--- src/rtl/gpio_cfg_pkg.sv ---
package gpio_cfg_pkg;
  localparam int          WORD_W     = 32;
  localparam int          PERIPH_CNT = 3;
  localparam int          FSEL_W     = 2;
  localparam int          MODE_W     = 3;
  localparam int          GRP_W      = 3;
  localparam int          DATA_BIT   = 0;
  localparam int          MODE_LSB   = 1;
  localparam int          FSEL_LSB   = 5;
  localparam int          GRP_LSB    = 16;
  localparam int          LOCK_BIT   = 21;
  localparam logic [31:0] FIELD_MASK = 32'h00E7_8FEF;
  localparam logic [31:0] RESET_WORD = 32'h0000_000E;
  localparam logic [2:0]  MODE_OUT   = 3'd1;

  function automatic logic [MODE_W-1:0] mode_of(input logic [WORD_W-1:0] w);
    return w[MODE_LSB +: MODE_W];
  endfunction

  function automatic logic [FSEL_W-1:0] fsel_of(input logic [WORD_W-1:0] w);
    return w[FSEL_LSB +: FSEL_W];
  endfunction

  function automatic logic [GRP_W-1:0] grp_of(input logic [WORD_W-1:0] w);
    return w[GRP_LSB +: GRP_W];
  endfunction
endpackage

--- src/rtl/gpio_sync.sv ---
module gpio_sync #(
  parameter int WIDTH = 8
) (
  input  logic             clk_i,
  input  logic             rst_ni,
  input  logic [WIDTH-1:0] d_i,
  output logic [WIDTH-1:0] q_o
);
  logic [WIDTH-1:0] meta_q, sync_q;

  always_ff @(posedge clk_i or negedge rst_ni) begin
    if (!rst_ni) begin
      meta_q <= '0;
      sync_q <= '0;
    end else begin
      meta_q <= d_i;
      sync_q <= meta_q;
    end
  end

  assign q_o = sync_q;
endmodule

--- src/rtl/gpio_pin_word.sv ---
module gpio_pin_word
  import gpio_cfg_pkg::*;
(
  input  logic              clk_i,
  input  logic              rst_ni,
  input  logic              wr_en_i,
  input  logic [WORD_W-1:0] wdata_i,
  output logic [WORD_W-1:0] word_o,
  output logic              lock_o
);
  logic [WORD_W-1:0] word_q;

  always_ff @(posedge clk_i or negedge rst_ni) begin
    if (!rst_ni)                          word_q <= RESET_WORD;
    else if (wr_en_i && !word_q[LOCK_BIT]) word_q <= wdata_i & FIELD_MASK;
  end

  assign word_o = word_q;
  assign lock_o = word_q[LOCK_BIT];
endmodule

--- src/rtl/gpio_pad_mux.sv ---
module gpio_pad_mux
  import gpio_cfg_pkg::*;
(
  input  logic [FSEL_W-1:0]     fsel_i,
  input  logic [MODE_W-1:0]     mode_i,
  input  logic                  data_i,
  input  logic [PERIPH_CNT-1:0] periph_out_i,
  input  logic [PERIPH_CNT-1:0] periph_oe_i,
  output logic                  pad_out_o,
  output logic                  pad_oe_o
);
  logic [FSEL_W-1:0] sel;
  assign sel = fsel_i - 1'b1;

  always_comb begin
    pad_out_o = data_i;
    pad_oe_o  = (mode_i == MODE_OUT);
    if (fsel_i != '0) begin
      pad_out_o = periph_out_i[sel];
      pad_oe_o  = periph_oe_i[sel];
    end
  end
endmodule

--- src/rtl/gpio_cfg_bank.sv ---
module gpio_cfg_bank
  import gpio_cfg_pkg::*;
#(
  parameter int NUM_PINS = 8,
  parameter int ADDR_W   = 12
) (
  input  logic                           clk_i,
  input  logic                           rst_ni,
  input  logic                           req_i,
  input  logic                           we_i,
  input  logic [ADDR_W-1:0]              addr_i,
  input  logic [31:0]                    wdata_i,
  output logic [31:0]                    rdata_o,
  output logic                           rvalid_o,
  input  logic [NUM_PINS-1:0]            pin_in_i,
  output logic [NUM_PINS-1:0]            pin_out_o,
  output logic [NUM_PINS-1:0]            pin_oe_o,
  output logic [2*NUM_PINS-1:0]          func_sel_o,
  input  logic [PERIPH_CNT*NUM_PINS-1:0] periph_out_i,
  input  logic [PERIPH_CNT*NUM_PINS-1:0] periph_oe_i,
  output logic [NUM_PINS-1:0]            sync_o,
  output logic [3*NUM_PINS-1:0]          mode_o,
  output logic [3*NUM_PINS-1:0]          group_o
);
  localparam int IDX_W = ADDR_W - 2;

  logic [IDX_W-1:0]  idx;
  logic              unused_addr_lsb;
  logic [WORD_W-1:0] word_q [NUM_PINS];
  logic [NUM_PINS-1:0] lock_vec;
  logic [NUM_PINS-1:0] sync_q;
  logic [WORD_W-1:0] rd_word;

  assign idx             = addr_i[ADDR_W-1:2];
  assign unused_addr_lsb = ^addr_i[1:0];

  gpio_sync #(.WIDTH(NUM_PINS)) i_sync (
    .clk_i (clk_i),
    .rst_ni(rst_ni),
    .d_i   (pin_in_i),
    .q_o   (sync_q)
  );
  assign sync_o = sync_q;

  for (genvar p = 0; p < NUM_PINS; p++) begin : g_pin
    logic wr_en;
    assign wr_en = req_i && we_i && (idx == IDX_W'(p));

    gpio_pin_word i_word (
      .clk_i  (clk_i),
      .rst_ni (rst_ni),
      .wr_en_i(wr_en),
      .wdata_i(wdata_i),
      .word_o (word_q[p]),
      .lock_o (lock_vec[p])
    );

    gpio_pad_mux i_pad (
      .fsel_i      (fsel_of(word_q[p])),
      .mode_i      (mode_of(word_q[p])),
      .data_i      (word_q[p][DATA_BIT]),
      .periph_out_i(periph_out_i[PERIPH_CNT*p +: PERIPH_CNT]),
      .periph_oe_i (periph_oe_i[PERIPH_CNT*p +: PERIPH_CNT]),
      .pad_out_o   (pin_out_o[p]),
      .pad_oe_o    (pin_oe_o[p])
    );

    assign func_sel_o[FSEL_W*p +: FSEL_W] = fsel_of(word_q[p]);
    assign mode_o[MODE_W*p +: MODE_W]     = mode_of(word_q[p]);
    assign group_o[GRP_W*p +: GRP_W]      = grp_of(word_q[p]);
  end

  // Non-output pins report the live synchronised level in the data bit.
  always_comb begin
    rd_word = '0;
    for (int i = 0; i < NUM_PINS; i++) begin
      if (idx == IDX_W'(i)) begin
        rd_word = word_q[i];
        if (mode_of(word_q[i]) != MODE_OUT) rd_word[DATA_BIT] = sync_q[i];
      end
    end
  end

  always_ff @(posedge clk_i or negedge rst_ni) begin
    if (!rst_ni) begin
      rdata_o  <= '0;
      rvalid_o <= 1'b0;
    end else begin
      rvalid_o <= req_i && !we_i;
      if (req_i && !we_i) rdata_o <= rd_word;
    end
  end
endmodule

--- config.mk ---
export PLATFORM = sky130hd
export DESIGN_NAME = gpio_cfg_bank
export DESIGN_NICKNAME = d
export VERILOG_FILES = /design/src/rtl/gpio_cfg_pkg.sv /design/src/rtl/gpio_sync.sv /design/src/rtl/gpio_pin_word.sv /design/src/rtl/gpio_pad_mux.sv /design/src/rtl/gpio_cfg_bank.sv
export SDC_FILE = /design/constraint.sdc
export NUM_CORES = 1
export LEC_CHECK = 0
export BUFFER_PORTS_ARGS = -buffer_cell sky130_fd_sc_hd__buf_2
export CAP_MARGIN = 20
export CORE_ASPECT_RATIO = 0.6
export CORE_MARGIN = 2
export CORE_UTILIZATION = 44
export CTS_BUF_LIST = sky130_fd_sc_hd__clkbuf_8
export CTS_CLUSTER_DIAMETER = 120
export DETAILED_ROUTE_END_ITERATION = 8
export PLACE_DENSITY = 0.66
export SYNTH_ARGS = -nofsm -noshare
export SYNTH_HDL_FRONTEND = slang
export SYNTH_SLANG_ARGS = --single-unit
export TNS_END_PERCENT = 30
--- constraint.sdc ---
create_clock -name clk_i -period 3.62 [get_ports clk_i]
set_input_delay 0.181 -clock clk_i [delete_from_list [all_inputs] [get_ports clk_i]]
set_output_delay 0.181 -clock clk_i [all_outputs]
set_load 0.05 [all_outputs]
After elaboration in Yosys (flattened, before gate mapping)
Cells that the tools add are included.
- flip-flop bits (word level): 193
- input bits: 104
- output and inout port bits: 121
- word-level logic and storage cells: 151
- $add $sub $neg: 8
- $lt $le $gt $ge: 8
- equal/unequal tests: 23
- multiplexer cells: 64
- reduce and logical (&&, ||, !) cells: 36
- operator list (cell ; count):
    32-bit two-way mux ; 6
    24-bit two-way mux ; 2
    10-bit by 3-bit == test with 1-bit output, second input constant ; 4
    1-bit two-way mux ; 40
    1-bit binary-select mux with 2-bit select ; 16
    3-bit by 1-bit == test with 1-bit output, second input constant ; 8
    2-bit by 3-bit < comparator with 1-bit output, second input constant ; 8
    3-bit by 1-bit != test with 1-bit output, second input constant ; 8
    10-bit by 2-bit == test with 1-bit output, second input constant ; 2
    1-bit logical AND ; 18
    2-bit nonzero test ; 8
    2-bit by 1-bit subtractor with 2-bit output, second input constant ; 8
    10-bit by 1-bit == test with 1-bit output, second input constant ; 1
    10-bit zero test ; 1
    1-bit zero test ; 9

Depth between registers and ports, before layout
- depth in word-level cells: 10
- mapped depth: 8
- depth with buffers taken out: 6

Modules after synthesis
Synthesis repeated with hierarchy kept, for this count alone.
- cells, all modules: 1057
- area total of the unflattened synthesis: 11732.5 um2
- by module, submodules not included (module ; times used ; cells each ; area each (um2) ; seq. area each (um2)):
    gpio_pin_word ; 8 ; 55 ; 853.3 ; 454.2
    gpio_cfg_bank ; 1 ; 497 ; 3754.9 ; 825.8
    gpio_pad_mux ; 8 ; 13 ; 93.8 ; 0.0
    gpio_sync ; 1 ; 16 ; 400.4 ; 400.4

Least setup slack after synthesis
No wires, ideal clock.
- kind: input to register
- from: input port addr_i[7]
- to: register g_pin[1].i_word.word_q[15]
- setup time: 125 ps
- arrival: 1910 ps
- required time: 3495 ps
- setup slack: 1585 ps
- stages on the path: 5
- buffers on the path: 1
- cells stage by stage: nor4_4 nand2_2 nor4_4 buf_4 mux2_2
- longest elaborated chain between the ends: 3
- RTL lines (element ; RTL line ; RTL):
    start, declared ; gpio_cfg_bank.sv:11 ; input logic [ADDR_W-1:0] addr_i,
    10-bit by 1-bit == test with 1-bit output ; gpio_cfg_bank.sv:47 ; assign wr_en = req_i && we_i && (idx == IDX_W'(p));
    1-bit logical AND ; gpio_cfg_bank.sv:47 ;
    1-bit logical AND ; gpio_pin_word.sv:15 ; else if (wr_en_i && !word_q[LOCK_BIT]) word_q <= wdata_i & FIELD_MASK;
    end signal, assigned ; gpio_pin_word.sv:15 ;
    end, declared ; gpio_pin_word.sv:11 ; logic [WORD_W-1:0] word_q;
Every way passes these cells.
A chain may end at the register's enable or synchronous reset.

Final worst setup path
- from: register g_pin[5].i_word.word_q[5]
- to: output port pin_oe_o[5]
- longest elaborated chain between the ends: 4
- elaborated cells on any way between the ends: 5
- those cells by class: add/sub: 1; mux: 3; reduce/logical: 1
- RTL lines (element ; RTL line ; RTL):
    start, declared ; gpio_pin_word.sv:11 ;
    start signal, assigned ; gpio_pin_word.sv:15 ;
    2-bit by 1-bit subtractor with 2-bit output ; gpio_pad_mux.sv:13 ; assign sel = fsel_i - 1'b1;
    1-bit binary-select mux with 2-bit select ; gpio_pad_mux.sv:20 ; pad_oe_o = periph_oe_i[sel];
    1-bit two-way mux (not written as such) ; gpio_pad_mux.sv:20 ;
    1-bit two-way mux * ; gpio_pad_mux.sv:18 ; if (fsel_i != '0) begin
    end, declared ; gpio_cfg_bank.sv:17 ; output logic [NUM_PINS-1:0] pin_oe_o,
Every way passes the cells marked *; elsewhere a longest branch is shown, timed or not. The select of a mux whose other input is x is not followed.

==> impl_metrics.tcl <==
set metrics [dict create \
    die_x_um 193 \
    critPathArrivalTime_ns 2.20 \
    clkTransAtPathRegs_ns 0.10 \
    routedLengthMet1_um 13300 \
    skew_ns 0.0145 \
    nets 1108 \
    ys.flop_type "dfrtp_1" \
    yosysTopAreaCell "dfrtp_1" \
    antenna_found_initial 0 \
    tightest_slew_ns 0.902 \
    wl_um 26800 \
    rr_worst_depth 5 \
    ir_drop_v 0.000230 \
    crit_family "flip-flops" \
    synthesis.area_mm2 0.00948 \
    die_h_um 118 \
    vias_per_cell 5.55 \
    dr_wl_met2_um 11200 \
    hold_viol_final 0 \
    max_slew_margin_pct 39.9 \
    outcome "completed" \
    drv_slew 0 \
    wl_per_cell_um 20.8 \
    io_pins 225 \
    grt_pass1_wl_um 41800 \
    fin_util_pct 50.4 \
    ys_ff_latch 179 \
    dieArea_mm2 0.0228 \
    synth_cells 873 \
    worst_hold_path_type "in2reg" \
    cts_tree "yes" \
    finalSetupTns_ns 0 \
    fin_crit_sh_pct 65.8 \
    cp_num_cells 7 \
    start_kind "flop" \
    critPathKind "reg2out" \
    cts-htree-levels 4 \
    cts_setup_buffers 0 \
    timing.rr.end "rdata_o[0]$_DFFE_PN0P_" \
    synth-seq-area-share_pct 47.6 \
    p_per_area_mw_per_mm2 368 \
    critPathSlowestCell "dfrtp_1" \
    start_util_pct 45.0 \
    clock_path_buffers 2 \
    drcViolationCount 0 \
    critPathMaxFanout 7 \
    gp_congestion 0.827 \
    port_buffers 194 \
    yosysTopAreaCellShare_pct 40.9 \
    synthArstFlopShare_pct 100 \
    mostFrequentLayoutCells "buf_2, dfrtp_1, mux2_2" \
    syn-mean-instance-area_um2 10.9 \
    clock-sinks 179 \
    firstDrtPassIters 5 \
    crit_path_max_incr_delay_ns 0.43 \
    core_mm2 0.0211 \
    synth_edf_count 0 \
    drv_cap 0 \
    synth.distinct_cells 54 \
    worstSkewPairLatency_ns 0.47 \
    instances_no_fill 1288 \
    met3_length_um 2200 \
    rows 41 \
    crit_path_end "pin_oe_o[5]" \
    dp.cells 1247 \
    cts-root-buf "clkbuf_8" \
    area_delta_synth_final_pct 12.0 \
    worstPathCellList "inv_1 -> ha_1 -> mux2i_1 -> nor2_1 -> a31oi_1 -> o21ai_0 -> buf_2" \
    layout.cells.most_common "buf_2" \
    fmax_ghz 0.420 \
    layout-drive-gt1-share_pct 42.2 \
    grt_max_degree 89 \
    cts_hold_buf 9 \
    critPathBufInv 2 \
    r2r-start "g_pin[1].i_word.word_o[1]$_DFFE_PN1P_" \
    min_period_ns 2.38 \
    antenna_cells 0 \
    grt_pass1_vias 6983 \
    setup_viol 0 \
    post_cts_resized 0 \
    synth_warnings 0 \
    highest_layer "met4" \
    cts_buffers 17 \
    drtIter0Drc 488 \
    track_usage_pct 23.8 \
    crit_required_ns 3.44 \
    p_leak_nw 5.14 \
    dpl.hpwl_um 18900 \
    r2r_slack_ns 1.50 \
    synth_area_leaders "dfrtp_1, mux2_2, buf_4" \
    total_power_mw 3.91 \
    grt.overflow.total 0 \
    grt_setup_unrepaired "false" \
    ant_nets 0 \
    crit_start "g_pin[5].i_word.word_o[5]$_DFFE_PN0P_" \
    cp-end-kind "output port" \
    via_count 7151 \
]
[cell type report]
class	count	area, µm²
fillers	1966	10500
flip-flops and latches	179	4510
multi-input cells	550	4060
repair buffers	228	1270
well taps	279	349
clock buffers	17	234
clock inverters	15	123
inverters	20	75.1
[through the flow]
step | worst slack, ns | area, µm² | hold slack [ns]
floorplan | 1.59 | 9530 | -0.115
global placement | 0.910 | 10200 | 0.291
detailed placement | 0.872 | 10200 | 0.290
CTS | 1.22 | 10600 | 0.0201
global route | 1.09 | 10600 | 0.0584
finish | 1.24 | 10600 | 0.0452
[metal layers]
| layer | global-route usage, % | up-vias |
|---|---|---|
| met2 | 33.7 | 281 |
| met1 | 36.7 | 3588 |
| met5 | 0 | - |
| met4 | 4.25 | 0 |
| met3 | 5.93 | 17 |
| li1 | - | 3265 |
[flip-flops by register name (all words and copies together) (netlist names)]
name / flops
g_pin.i_word.word_o: 144
rdata_o: 18
i_sync.meta_q: 8
i_sync.q_o: 8
rvalid_o: 1
[cells in the mapped netlist, types with 9 or more instances]
cell type	count
dfrtp_1	155
mux2_2	125
buf_4	96
nand2_1	59
o21ai_0	59
a21oi_1	55
nor2_1	36
mux2i_1	33
clkbuf_1	29
dfstp_2	24
inv_1	17
a31oi_1	16
o22ai_1	15
a21o_1	13
nand3_1	13
nor3_1	9
[kinds of logic (layout without fill, tap and decap cells)]
group / count (synthesis) / after routing / share of synthesized area (%)
buffers and inverters: 157 / 280 / 10.2
AOI/OAI and AO/OA: 201 / 201 / 13.0
muxes: 159 / 159 / 18.5
adders and majority gates: 8 / 8 / 1.06
other: 1 / 14 / 0.0396
and+or+nand+nor: 168 / 168 / 9.71
DFF: 179 / 179 / 47.6
[power breakdown]
part,switching (mW),total [mW],internal (mW)
logic,0.400,0.542,0.143
registers,0.0291,2.07,2.05
clock network,0.795,1.29,0.494
[worst reg2reg max path, cell delays in order, from the launching register on]
cell and delay [ns]:
dfstp_2 0.59, or3b_2 0.44, a221oi_1 0.29, o22ai_1 0.15, a221oi_1 0.40, o31ai_1 0.12
[worst min path at each step]
stage	startpoint	to	slack, ns	cells after the start
6_report	wdata_i[3]	g_pin[3].i_word.word_o[3]$_DFFE_PN1P_	0.05	3
3_5_place_dp	pin_in_i[3]	i_sync.meta_q[3]$_DFF_PN0_	0.29	1
3_3_place_gp	pin_in_i[3]	i_sync.meta_q[3]$_DFF_PN0_	0.29	1
2_1_floorplan	rst_ni	g_pin[0].i_word.word_o[0]$_DFFE_PN0P_	-0.11	0
4_1_cts	wdata_i[3]	g_pin[3].i_word.word_o[3]$_DFFE_PN1P_	0.02	3
5_1_grt	wdata_i[3]	g_pin[3].i_word.word_o[3]$_DFFE_PN1P_	0.06	3
Note: power is estimated with default switching activity, not from simulation.
